--- src/rtl/dataflow_match_unit.sv ---
module dataflow_match_unit #(
  parameter int DW    = 16,
  parameter int TW    = 4,
  parameter int AW    = 6,
  parameter int DEPTH = 16
) (
  input  logic          clk,
  input  logic          rst_n,
  input  logic          in_valid,
  output logic          in_ready,
  input  logic [DW-1:0] in_data,
  input  logic [TW-1:0] in_tag,
  input  logic [AW-1:0] in_addr,
  input  logic          in_port,
  input  logic          in_mono,
  output logic          fire_valid,
  output logic [DW-1:0] fire_left,
  output logic [DW-1:0] fire_right,
  output logic [TW-1:0] fire_tag,
  output logic [AW-1:0] fire_addr,
  output logic          fire_mono
);
  localparam int IW = (DEPTH > 1) ? $clog2(DEPTH) : 1;

  logic [DEPTH-1:0] vld;
  logic [DEPTH-1:0] hit_vec;
  logic [DW-1:0]    sdata [DEPTH];
  logic [TW-1:0]    stag  [DEPTH];
  logic [AW-1:0]    saddr [DEPTH];
  logic [DEPTH-1:0] sport;
  logic [IW-1:0]    hidx, fidx;

  for (genvar i = 0; i < DEPTH; i++) begin : g_cmp
    assign hit_vec[i] = vld[i] && stag[i] == in_tag && saddr[i] == in_addr && sport[i] != in_port;
  end

  always_comb begin
    hidx = '0;
    fidx = '0;
    for (int i = DEPTH - 1; i >= 0; i--) begin
      if (hit_vec[i]) hidx = IW'(i);
      if (!vld[i])    fidx = IW'(i);
    end
  end

  wire any_hit = |hit_vec;
  wire full    = &vld;
  wire take    = in_valid && in_ready;
  wire pair    = take && !in_mono && any_hit;
  wire store   = take && !in_mono && !any_hit;

  assign in_ready = in_mono || any_hit || !full;

  always_ff @(posedge clk) begin
    if (!rst_n) begin
      vld        <= '0;
      fire_valid <= 1'b0;
    end else begin
      fire_valid <= take && (in_mono || any_hit);
      if (pair)  vld[hidx] <= 1'b0;
      if (store) vld[fidx] <= 1'b1;
    end
  end

  always_ff @(posedge clk) begin
    if (store) begin
      sdata[fidx] <= in_data;
      stag[fidx]  <= in_tag;
      saddr[fidx] <= in_addr;
      sport[fidx] <= in_port;
    end
    if (take) begin
      fire_tag  <= in_tag;
      fire_addr <= in_addr;
      fire_mono <= in_mono;
      if (in_mono) begin
        fire_left  <= in_data;
        fire_right <= '0;
      end else if (in_port) begin
        fire_left  <= sdata[hidx];
        fire_right <= in_data;
      end else begin
        fire_left  <= in_data;
        fire_right <= sdata[hidx];
      end
    end
  end

  assert_mono_fires_R2: assert property (@(posedge clk) disable iff (!rst_n)
    in_valid && in_ready && in_mono |=> fire_valid && fire_mono);

  assert_idle_quiet_R10: assert property (@(posedge clk) disable iff (!rst_n)
    !(in_valid && in_ready) |=> !fire_valid);

  assert_store_grows_R3: assert property (@(posedge clk) disable iff (!rst_n)
    store |=> !fire_valid && $countones(vld) == $past($countones(vld)) + 1);

  assert_match_frees_R9: assert property (@(posedge clk) disable iff (!rst_n)
    pair |=> fire_valid && !fire_mono && $countones(vld) + 1 == $past($countones(vld)));

  assert_full_stall_R8: assert property (@(posedge clk) disable iff (!rst_n)
    !in_ready |-> !in_mono && $countones(vld) == DEPTH);
endmodule

--- config.mk ---
export PLATFORM = sky130hd
export DESIGN_NAME = dataflow_match_unit
export DESIGN_NICKNAME = d
export VERILOG_FILES = /design/src/rtl/dataflow_match_unit.sv
export SDC_FILE = /design/constraint.sdc
export NUM_CORES = 1
export LEC_CHECK = 0
export BUFFER_PORTS_ARGS = -buffer_cell sky130_fd_sc_hd__clkbuf_2
export CORE_ASPECT_RATIO = 0.8
export CORE_MARGIN = 2
export CORE_UTILIZATION = 50
export CTS_CLUSTER_SIZE = 24
export DETAILED_ROUTE_END_ITERATION = 7
export PLACE_DENSITY_LB_ADDON = 0.08
export SYNTH_ARGS = -nofsm -noshare
export SYNTH_HDL_FRONTEND = slang
export SYNTH_SLANG_ARGS = --single-unit
--- constraint.sdc ---
create_clock -name clk -period 10.1 [get_ports clk]
set_clock_uncertainty 0.2 [all_clocks]
set_input_delay 1.01 -clock clk [delete_from_list [all_inputs] [get_ports clk]]
set_output_delay 1.01 -clock clk [all_outputs]
set_load 0.01 [all_outputs]
==> results_dict.tcl <==
set metrics [dict create \
    status "finished, final reports clean" \
    fp.dieH_um 188 \
    wl_um 54200 \
    wl_per_cell_um 24.7 \
    drv_slew 0 \
    power_density_nw_per_um2 176 \
    ys_warn_count 0 \
    crit_path_start_kind "input port" \
    grt_pass1_vias 12700 \
    post_cts_buffers 0 \
    start_util_pct 50.6 \
    tightest_slew_ns 1.23 \
    ctsHoldBuffers 0 \
    path_class "in -> reg" \
    path_buf_inv 2 \
    dr.max_layer_used "met4" \
    fmax_mhz 178 \
    ys_top_cells_by_area "edfxtp_1 67%, xnor2_1 6.6%, nand4_1 3.4%" \
    syn_inst 1521 \
    antenna_left 0 \
    die_x_um 234 \
    antenna_found_initial 0 \
    fp.coreArea_sq_um 41800 \
    r2r_start "saddr[5][4]" \
    cts_buffer_depth 3 \
    pin_count 76 \
    hold_start "vld[13]" \
    area_growth_pct 11.2 \
    cpPeakStageDelay_ns 0.88 \
    hold_violations 0 \
    viasPerCell 6.10 \
    worstPathRequired_ns 10.16 \
    path_delay_family "simple AND/OR/NAND/NOR gates" \
    worstSetupStartpoint "in_addr[5]" \
    synth_top_area_cell "edfxtp_1" \
    grt_first_pass_wirelength_um 81800 \
    drive_gt1_share_pct 13.6 \
    setup_viol 0 \
    leakagePower_nw 7.44 \
    rsz0062_at_grt "false" \
    wl_met2_um 22700 \
    worst-path-max-fanout 66 \
    hold_class "reg -> reg" \
    fin_cells 2190 \
    cpMostUsedCell "nor2_1" \
    portBuffers 75 \
    cts_tree "yes" \
    numCtsBuffers 49 \
    clock-root-buffer "clkbuf_16" \
    place_congestion 0.886 \
    async_flop_share_pct 0 \
    maxSlewHeadroom_pct 18.2 \
    h-tree-depth 2 \
    met1_length_um 25700 \
    period_needed_ns 5.61 \
    drt_pre_antenna_iters 5 \
    drt_iter0_markers 1547 \
    grt_util_all_layers_pct 25.1 \
    place_ws_ns 3.94 \
    synth_common_cells "475 x edfxtp_1, 159 x xnor2_1, 120 x nand2_1" \
    yosysTopAreaCellShare_pct 67.4 \
    nets 1633 \
    dp_hpwl_um 33400 \
    ys_seq_area_share_pct 69.0 \
    placementRows 67 \
    synth_seq_cells 492 \
    setup_tns_ns 0 \
    mappedNetlistNets 1552 \
    cpMaxStageDelayCell "a221oi_4" \
    clk_pin_slew_ns 0.06 \
    crit_chain "clkbuf_2 > xnor2_1 > nand4_1 > nor3_1 > nor2_1 > a221oi_4 > a31oi_4 > buf_4 > nand2b_1 > nor2_1 > nor3b_1 > a311oi_1" \
    wl_met3_um 4800 \
    end_kind "flop" \
    drc 0 \
    cp.arrival_ns 5.67 \
    vdd_drop_max_v 0.000122 \
    r2r_slack_ns 5.28 \
    ys_types 62 \
    final.setup.worst_slack_ns 4.49 \
    num_vias 13400 \
    diodes 0 \
    dp.cells 2103 \
    grt_max_degree 67 \
    dieArea_sq_um 44000 \
    fin_crit_sh_pct 55.5 \
    synth_edf_count 475 \
    clock_sinks 492 \
    cts_resized 0 \
    synth_ff_type "edfxtp_1" \
    avgSynthCellArea_sq_um 13.9 \
    clkLatencyLatePin_ns 0.58 \
    syn-cell-area_sq_um 21200 \
    yosysMostFrequentCell "edfxtp_1" \
    drv_cap 0 \
    gr-total-overflow 0 \
]
worst paths after layout:
check / to / depth (start not counted)
hold reg to reg: vld[13] / 2
setup / recovery: fire_right[6] / 12
setup reg to reg: fire_right[6] / 11
hold / removal: vld[13] / 2
layout by cell type, fill, tap and decap left out, types with 5 or more instances in the layout:
cell,instances
nand3_1,118
nand4_1,114
a211oi_1,7
nor3_2,7
clkinv_2,7
a22o_1,16
inv_1,18
clkbuf_1,13
dfxtp_1,17
nor2_1,84
nor3b_1,16
o31ai_1,6
edfxtp_1,475
xnor2_1,159
a21boi_0,13
a211oi_2,10
clkbuf_8,5
nor3_1,26
o221ai_1,14
nand2b_1,5
a31oi_1,17
nand2_1,120
o21ai_0,34
or3_1,12
a22oi_1,15
clkinv_1,10
o21a_1,6
o2111ai_1,16
nand3b_1,15
clkbuf_2,75
xor2_1,15
buf_4,40
o211ai_1,6
clkbuf_16,50
a311oi_1,15
nor2_2,6
stage by stage:
step / utilization, % / power (W) / cell area, sq um / hold WS [ns]
floorplan: - / 0.00241 / 21200 / 0.293
global placement: 52.7 / 0.00248 / 22100 / 0.346
detailed placement: 52.7 / 0.00248 / 22100 / 0.359
CTS: 56.2 / 0.00416 / 23500 / 0.369
global route: 56.2 / 0.00425 / 23500 / 0.404
finish: 56.2 / 0.00413 / 23500 / 0.366
sequential cells by signal, indices dropped and copies added, names as in the netlist:
signal,count
sdata,256
saddr,96
stag,64
fire_left,16
fire_right,16
sport,16
vld,16
fire_addr,6
fire_tag,4
fire_mono,1
fire_valid,1
layer usage:
metal  up-vias  GRT usage, %
met3        73          4.46
met1      6697          41.1
met4         0          5.23
met2       575          34.7
li1       6016             -
met5         -             0
area by class of cell:
cell class                      count  area (sq um)
Inverter                           18          67.6
Fill cell                        3324         18300
Clock buffer                       68          1370
Clock inverter                     19          97.6
Sequential cell                   492         14600
Tap cell                          552           691
Multi-Input combinational cell    926          6020
Timing Repair Buffer              115           676
cells by family after synthesis:
| group | share of synthesized area [%] |
|---|---|
| buffers and inverters | 2.73 |
| AND/OR/NAND/NOR | 13.5 |
| flip-flops | 69.0 |
| multiplexers | 0.260 |
| XOR/XNOR | 7.36 |
| AO/OA/AOI/OAI | 7.16 |
worst register-to-register path, stage by stage (launching register included):
cell,delay (ns)
edfxtp_1,0.39
xnor2_1,0.25
nand4_1,0.14
nor3_1,0.46
nor2_1,0.16
a221oi_4,0.88
a31oi_4,0.15
buf_4,0.35
nand2b_1,0.87
nor2_1,0.15
nor3b_1,0.36
a311oi_1,0.15
power by group:
part           internal [W]  switching [W]
combinational     0.0000507       0.000117
clock              0.000942       0.000750
sequential          0.00226      0.0000110
Power figures use the tool's default switching activity.
